File: config.mk
export PLATFORM = sky130hd
export DESIGN_NAME = gpio_bank
export DESIGN_NICKNAME = d
export VERILOG_FILES = /design/src/rtl/gpio_bank_pkg.sv /design/src/rtl/gpio_sync.sv /design/src/rtl/gpio_regs.sv /design/src/rtl/gpio_detect.sv /design/src/rtl/gpio_bank.sv
export SDC_FILE = /design/constraint.sdc
export NUM_CORES = 1
export LEC_CHECK = 0
export BUFFER_PORTS_ARGS = -buffer_cell sky130_fd_sc_hd__buf_2
export CELL_PAD_IN_SITES_DETAIL_PLACEMENT = 1
export CELL_PAD_IN_SITES_GLOBAL_PLACEMENT = 1
export CORE_UTILIZATION = 35
export DETAILED_ROUTE_END_ITERATION = 16
export PLACE_DENSITY_LB_ADDON = 0.3
export RECOVER_POWER = 100
export SETUP_SLACK_MARGIN = 0.3
export SLEW_MARGIN = 20
export SYNTH_ARGS = -nofsm -noshare
export SYNTH_HDL_FRONTEND = slang
export SYNTH_SLANG_ARGS = --single-unit
File: constraint.sdc
create_clock -name clk -period 1.35 [get_ports clk]
set_clock_uncertainty 0.1 [all_clocks]
set_input_delay 0 -clock clk [delete_from_list [all_inputs] [get_ports clk]]
set_output_delay 0 -clock clk [all_outputs]
set_load 0.005 [all_outputs]
File: src/rtl/gpio_bank_pkg.sv
package gpio_bank_pkg;

    typedef enum logic [1:0] {
        PM_INPUT  = 2'b00,
        PM_OUTPUT = 2'b01,
        PM_IRQ    = 2'b10,
        PM_RSVD   = 2'b11
    } pin_mode_e;

    typedef enum logic [1:0] {
        TR_RISE = 2'b00,
        TR_FALL = 2'b01,
        TR_LOW  = 2'b10,
        TR_HIGH = 2'b11
    } trig_e;

    localparam int AW = 3;

    localparam logic [AW-1:0] RA_DOUT    = 3'd0;
    localparam logic [AW-1:0] RA_MODE_LO = 3'd1;
    localparam logic [AW-1:0] RA_MODE_HI = 3'd2;
    localparam logic [AW-1:0] RA_TRIG_LO = 3'd3;
    localparam logic [AW-1:0] RA_TRIG_HI = 3'd4;
    localparam logic [AW-1:0] RA_PIN     = 3'd5;
    localparam logic [AW-1:0] RA_STAT    = 3'd6;

    typedef struct packed {
        logic rise;
        logic fall;
    } edge_t;

    function automatic logic level_hit(trig_e t, logic s);
        return ((t == TR_HIGH) && s) || ((t == TR_LOW) && !s);
    endfunction

    function automatic logic edge_hit(trig_e t, edge_t e);
        return ((t == TR_RISE) && e.rise) || ((t == TR_FALL) && e.fall);
    endfunction

endpackage

File: src/rtl/gpio_sync.sv
module gpio_sync #(
    parameter int W = 32
) (
    input  logic         clk,
    input  logic         rst,
    input  logic [W-1:0] din,
    output logic [W-1:0] dout
);
    logic [W-1:0] stage1;

    always_ff @(posedge clk) begin
        if (rst) begin
            stage1 <= '0;
            dout   <= '0;
        end else begin
            stage1 <= din;
            dout   <= stage1;
        end
    end
endmodule

File: src/rtl/gpio_regs.sv
module gpio_regs
    import gpio_bank_pkg::*;
#(
    parameter int W = 32
) (
    input  logic                   clk,
    input  logic                   rst,
    input  logic                   we,
    input  logic [AW-1:0]          addr,
    input  logic [W-1:0]           wdata,
    output logic [W-1:0]           rdata,
    input  logic [W-1:0]           pin_sync,
    input  logic [W-1:0]           status,
    output logic [W-1:0]           dout,
    output pin_mode_e [W-1:0]      mode_a,
    output trig_e [W-1:0]          trig_a,
    output logic [W-1:0]           clr_mask
);
    localparam int HALF = W / 2;

    logic [W-1:0] mode_lo, mode_hi, trig_lo, trig_hi;

    always_ff @(posedge clk) begin
        if (rst) begin
            dout    <= '0;
            mode_lo <= '0;
            mode_hi <= '0;
            trig_lo <= '0;
            trig_hi <= '0;
        end else if (we) begin
            case (addr)
                RA_DOUT:    dout    <= wdata;
                RA_MODE_LO: mode_lo <= wdata;
                RA_MODE_HI: mode_hi <= wdata;
                RA_TRIG_LO: trig_lo <= wdata;
                RA_TRIG_HI: trig_hi <= wdata;
                default: ;
            endcase
        end
    end

    for (genvar k = 0; k < W; k++) begin : g_unpack
        if (k < HALF) begin : g_lo
            assign mode_a[k] = pin_mode_e'(mode_lo[2*k +: 2]);
            assign trig_a[k] = trig_e'(trig_lo[2*k +: 2]);
        end else begin : g_hi
            assign mode_a[k] = pin_mode_e'(mode_hi[2*(k-HALF) +: 2]);
            assign trig_a[k] = trig_e'(trig_hi[2*(k-HALF) +: 2]);
        end
    end

    assign clr_mask = (we && addr == RA_STAT) ? wdata : '0;

    always_comb begin
        case (addr)
            RA_DOUT:    rdata = dout;
            RA_MODE_LO: rdata = mode_lo;
            RA_MODE_HI: rdata = mode_hi;
            RA_TRIG_LO: rdata = trig_lo;
            RA_TRIG_HI: rdata = trig_hi;
            RA_PIN:     rdata = pin_sync;
            RA_STAT:    rdata = status;
            default:    rdata = '0;
        endcase
    end
endmodule

File: src/rtl/gpio_detect.sv
module gpio_detect
    import gpio_bank_pkg::*;
#(
    parameter int W = 32
) (
    input  logic              clk,
    input  logic              rst,
    input  logic [W-1:0]      pin_sync,
    input  pin_mode_e [W-1:0] mode_a,
    input  trig_e [W-1:0]     trig_a,
    input  logic [W-1:0]      clr_mask,
    output logic [W-1:0]      latched,
    output logic [W-1:0]      status,
    output logic [W-1:0]      irq_en
);
    logic [W-1:0] prev;
    logic [W-1:0] latch_d;

    always_ff @(posedge clk) begin
        if (rst) begin
            prev    <= '0;
            latched <= '0;
        end else begin
            prev    <= pin_sync;
            latched <= latch_d;
        end
    end

    for (genvar k = 0; k < W; k++) begin : g_pin
        edge_t ev;
        logic  set_k;
        assign ev.rise   = pin_sync[k] & ~prev[k];
        assign ev.fall   = ~pin_sync[k] & prev[k];
        assign irq_en[k] = (mode_a[k] == PM_IRQ);
        assign set_k     = irq_en[k] && edge_hit(trig_a[k], ev);
        assign latch_d[k] = set_k | (latched[k] & ~clr_mask[k]);
        assign status[k]  = latched[k] | level_hit(trig_a[k], pin_sync[k]);
    end
endmodule

File: src/rtl/gpio_bank.sv
module gpio_bank
    import gpio_bank_pkg::*;
#(
    parameter int W = 32
) (
    input  logic          clk,
    input  logic          rst,
    input  logic          reg_we,
    input  logic [2:0]    reg_addr,
    input  logic [W-1:0]  reg_wdata,
    output logic [W-1:0]  reg_rdata,
    input  logic [W-1:0]  gpio_in,
    output logic [W-1:0]  gpio_out,
    output logic [W-1:0]  gpio_oe,
    output logic          irq
);
    logic [W-1:0]      pin_sync;
    logic [W-1:0]      status;
    logic [W-1:0]      latched;
    logic [W-1:0]      irq_en;
    logic [W-1:0]      dout;
    logic [W-1:0]      clr_mask;
    pin_mode_e [W-1:0] mode_a;
    trig_e [W-1:0]     trig_a;

    gpio_sync #(.W(W)) u_sync (
        .clk(clk), .rst(rst), .din(gpio_in), .dout(pin_sync)
    );

    gpio_regs #(.W(W)) u_regs (
        .clk(clk), .rst(rst), .we(reg_we), .addr(reg_addr),
        .wdata(reg_wdata), .rdata(reg_rdata), .pin_sync(pin_sync),
        .status(status), .dout(dout), .mode_a(mode_a), .trig_a(trig_a),
        .clr_mask(clr_mask)
    );

    gpio_detect #(.W(W)) u_detect (
        .clk(clk), .rst(rst), .pin_sync(pin_sync), .mode_a(mode_a),
        .trig_a(trig_a), .clr_mask(clr_mask), .latched(latched),
        .status(status), .irq_en(irq_en)
    );

    for (genvar k = 0; k < W; k++) begin : g_drive
        assign gpio_oe[k]  = (mode_a[k] == PM_OUTPUT);
        assign gpio_out[k] = gpio_oe[k] & dout[k];
    end

    assign irq = |(status & irq_en);
endmodule

; Yosys cells after proc, flatten, opt, wreduce, memory -nomap -nowiden
; Index checks and enable logic that the tools add are counted.
[word_totals]
register_bits = 288
input_bits = 70
output_inout_bits = 97
word_cells = 762
[op_classes]
eq_ne = 166
n_mux = 2
n_bitwise = 289
reduce_logical = 296
[op_table]
columns = operator, count
row1 = case mux 32 bit (7 select lines), 1
row2 = "equality test 2 bit, second input constant", 96
row3 = logical AND 1 bit, 161
row4 = AND 1 bit, 128
row5 = "equality test 2 x 1 -> 1 bit, second input constant", 64
row6 = NOT 1 bit, 96
row7 = zero test 2 bit, 32
row8 = logical OR 1 bit, 64
row9 = bitwise OR 1 bit, 64
row10 = AND 32 bit, 1
row11 = zero test 1 bit, 32
row12 = two-way mux 32 bit, 1
row13 = OR reduction 32 bit, 1
row14 = AND reduction 2 bit, 5
row15 = "equality test 3 bit, second input constant", 3
row16 = "equality test 3 x 2 -> 1 bit, second input constant", 2
row17 = "equality test 3 x 1 -> 1 bit, second input constant", 1
row18 = zero test 3 bit, 1

; Depth between registers and ports, before layout
[logic_depth]
ltp_word = 6
depth_mapped = 8
depth_no_buf = 5

; Cells and area by module
; A second synthesis with hierarchy kept.
[unflattened]
hier_cells = 1592
area_unflattened_um2 = 13733.2
[modules_own_cells]
columns = module, n_inst, cells_each, area_per_inst_um2, seq_area_each_um2
row1 = gpio_regs, 1, 977, 7853.8, 3203.1
row2 = gpio_detect, 1, 395, 3403.3, 1281.2
row3 = gpio_sync, 1, 135, 1918.1, 1281.2
row4 = gpio_bank, 1, 85, 558.0, 0.0

; Worst setup path before layout
; No wires, ideal clock.
[synth_path]
path_type = register to output
start = register u_regs.mode_lo[6]
end = output irq
t_arrival_ps = 1367
required_ps = 1250
path_slack_ps = -117
path_stages_with_launch = 6
n_path_buf = 0
path_cell_list = dfxtp_1 -> and3b_1 -> a2111oi_4 -> nand4_1 -> nor4_1 -> nand4_1
[synth_between]
elab_chain_cells = 3
[synth_rtl]
columns = item, line_no
row1 = "start, declared", gpio_regs.sv:21  ; logic [W-1:0] mode_lo, mode_hi, trig_lo, trig_hi;
row2 = "start signal, assigned", gpio_regs.sv:33  ; RA_MODE_LO: mode_lo <= wdata;
row3 = equality test 2 bit, gpio_detect.sv:34  ; assign irq_en[k] = (mode_a[k] == PM_IRQ);
row4 = AND 32 bit, gpio_bank.sv:48  ; assign irq = |(status & irq_en);
row5 = OR reduction 32 bit, gpio_bank.sv:48
row6 = "end, declared", gpio_bank.sv:15  ; output logic irq
; Every way passes these cells.

; Worst setup path in the final report
[layout_path]
start = register u_regs.mode_hi[16]
end = output irq
[layout_between]
elab_chain_cells = 3
[layout_rtl]
columns = item, line_no
row1 = "start, declared", gpio_regs.sv:21
row2 = "start signal, assigned", gpio_regs.sv:34  ; RA_MODE_HI: mode_hi <= wdata;
row3 = equality test 2 bit, gpio_detect.sv:34
row4 = AND 32 bit, gpio_bank.sv:48
row5 = OR reduction 32 bit, gpio_bank.sv:48
; Every way passes these cells.

==> results_dict.tcl <==
set metrics [dict create \
    status "complete, but fails checks" \
    violations "negative setup slack" \
    clkTransAtPathRegs_ns 0.07 \
    power_leakage_nw 8.61 \
    cts_buffer_depth 3 \
    grt_pass1_wl_mm 101 \
    synth_cell_types 36 \
    cp_data_arrival_time_ns 2.54 \
    fin_crit_sh 1.95 \
    drt_wl_total_mm 80.0 \
    final_core_util 0.594 \
    overflow 0 \
    yosysWarningCount 0 \
    antenna_found_initial 13 \
    ys_seq_area_frac 0.447 \
    rsz0062_at_grt "yes" \
    synthSimpleGateAreaFrac 0.309 \
    area_growth_pct 65.5 \
    cp-end-kind "primary output" \
    insertion_delay_ns 0.53 \
    grt_start_max_net_pins 55 \
    setup_viol 250 \
    viasPerCell 6.21 \
    drive_gt1_frac 0.444 \
    dp_hpwl_mm 42.3 \
    grt_pass1_vias 16367 \
    routabilityCongestion 0.941 \
    power.internal_w 0.0156 \
    synth_area_per_cell_um2 8.20 \
    required_ns 1.25 \
    relSlewSlack 0.484 \
    n_fill_cell 4010 \
    seqPwrFrac 0.418 \
    synthAdderAreaFrac 0 \
    track_usage 0.354 \
    dp_cells 2407 \
    rows 69 \
    synthXorXnorAreaFrac 0.0217 \
    core_area_mm2 0.0359 \
    cts_hold_buf 103 \
    p_clk_frac 0.457 \
    fin_nets 2225 \
    synth_cells 1574 \
    avgRoutedWirePerCell_um 30.3 \
    synth_mux_area_frac 0 \
    final_cell_mix "nand2_1 (350), a21oi_1 (206), buf_4 (194)" \
    drt_iter0_drc 1516 \
    power_density_mw_per_mm2 1000 \
    synth_compound_area_frac 0.182 \
    drv_cap 0 \
    post-route-drc-count 0 \
    switching_power_w 0.00574 \
    clock-sinks 288 \
    route.vias.total 16387 \
    final.setup.worst_slack_ns -1.29 \
    rrSetupSlack_ns -0.62 \
    numCtsBuffers 35 \
    fin_crit_ns 2.64 \
    power.ir.vdd_worst_mv 0.859 \
    critPathKind "reg2out" \
    start_util 0.359 \
    die_area_mm2 0.0376 \
    dieHeight_um 194 \
    p_sw_frac 0.269 \
    tightest_slew_ns 0.774 \
    ant_nets 0 \
    io_pins 167 \
    cp_max_fo 2 \
    syn-cell-area_mm2 0.0129 \
    final_common_cell "nand2_1" \
    hp-class "in2reg" \
    start_kind "register" \
    port_buffers 166 \
    ys_seq_elements 288 \
    die_w_um 194 \
    fin_cells 2640 \
    clock.fmax_ghz 0.379 \
    seqCellArea_mm2 0.00591 \
    cts_tree "yes" \
    first_pass_iters 5 \
    hold_violations 0 \
    cts_max_level 2 \
    synth_top_family_by_area "simple AND/OR/NAND/NOR gates" \
    multi_input_area_mm2 0.00799 \
    syn_nets 1644 \
    slew_violations 0 \
    cts-root-buf "clkbuf_16" \
    p_comb_frac 0.126 \
]
-- cell families (layout without fill, tap and decap cells) --
family                    Yosys count  count (layout)
and+or+nand+nor                   768             768
AOI/OAI and AO/OA                 387             387
DFF                               288             288
buffers and inverters              99             701
xor gates and xnor gates           32              32
other                               0               3
-- per-layer routing --
layer  global-route usage  vias up  part of all wire  routed length (µm)
li1                     -     6614                 -                   -
met1                0.409     8104              0.35               28100
met2                0.586     1184              0.45               36000
met3               0.0870      469              0.12                9320
met4                0.223       16             0.081                6470
met5               0.0128        -            0.0012                  99
-- per-stage QoR --
step / hold WS (ns) / setup WS [ns] / power [W] / setup TNS [ns] / cell area, µm²
floorplan: 0.0282 / 0.0211 / 0.00985 / 0 / 13200
global placement: 0.108 / -0.434 / 0.0108 / -27.86 / 16600
detailed placement: 0.115 / -0.449 / 0.0109 / -33.88 / 16600
CTS: -0.228 / -0.913 / 0.0208 / -20.82 / 20400
global route: 0.0773 / -1.29 / 0.0217 / -52.58 / 21300
finish: 0.0700 / -1.29 / 0.0214 / -42.66 / 21300
-- power by group through the flow --
| stage | clock network [W] | logic [W] | registers [W] |
|---|---|---|---|
| after global placement | 0 | 0.00180 | 0.00903 |
| after detailed placement | 0 | 0.00184 | 0.00904 |
| after CTS | 0.00959 | 0.00236 | 0.00888 |
| after global routing | 0.0101 | 0.00275 | 0.00892 |
| after floorplan | 0 | 0.000790 | 0.00906 |
| final | 0.00975 | 0.00269 | 0.00892 |
-- flip-flops by register name, summed over array words and instances, names as in the netlist --
| signal | flops |
|---|---|
| u_regs.trig_hi | 32 |
| u_detect.latched | 32 |
| u_regs.mode_hi | 32 |
| u_regs.dout | 32 |
| u_sync.stage1 | 32 |
| u_regs.mode_lo | 32 |
| u_detect.prev | 32 |
| u_sync.dout | 32 |
| u_regs.trig_lo | 32 |
-- worst paths after layout --
path	start	end	cells after the start
worst min-delay path	rst	u_detect.latched[30]	2
worst max register to register	u_regs.trig_lo[20]	u_detect.latched[10]	6
worst max-delay path	u_regs.mode_hi[16]	irq	7
worst min register to register	u_sync.stage1[29]	u_sync.dout[29]	1
-- cells in the mapped netlist, drive strengths merged --
cell type | n | area share
o22ai | 2 | 0.00097
a22oi | 68 | 0.040
a2111oi | 1 | 0.0021
nand4 | 15 | 0.0073
nor4b | 29 | 0.020
clkbuf | 47 | 0.014
xnor2 | 32 | 0.022
nor4 | 3 | 0.0015
dfxtp | 288 | 0.45
inv | 2 | 0.00058
o21a | 1 | 0.00058
a21oi | 254 | 0.099
nand4b | 28 | 0.019
o21ai | 28 | 0.011
nand2 | 389 | 0.11
nor2 | 62 | 0.018
nand2b | 3 | 0.0015
a32oi | 1 | 0.00068
buf | 50 | 0.026
nor2b | 129 | 0.063
nand3b | 28 | 0.016
nand3 | 4 | 0.0016
a221oi | 28 | 0.026
nor3b | 3 | 0.0044
nor3 | 3 | 0.0020
o2111ai | 4 | 0.0027
and3b | 35 | 0.024
and2 | 37 | 0.018
-- repair_timing --
item	in CTS	in global routing
pin swaps	76	72
endpoints found under the hold margin	260	25
setup buffers	25	36
gates resized for setup	372	232
gates cloned	6	2
setup endpoints to repair	176	253
-- critical path: stages (launching register included) --
cell and delay, ns:
dfxtp_2 0.36, nand3b_1 0.39, nand4_1 0.29, nor4_1 0.26, buf_4 0.16, o21a_1 0.11, nand4_1 0.22, buf_2 0.21
-- final cells by class --
cell class	instances	area share
Multi-Input combinational cell	1187	0.374
Sequential cell	288	0.277
Antenna cell	3	0.000352
Tap cell	461	0.0270
Clock buffer	52	0.0507
Timing Repair Buffer	641	0.267
Clock inverter	6	0.00287
Inverter	2	0.000352
(Power assumes the default switching activity.)
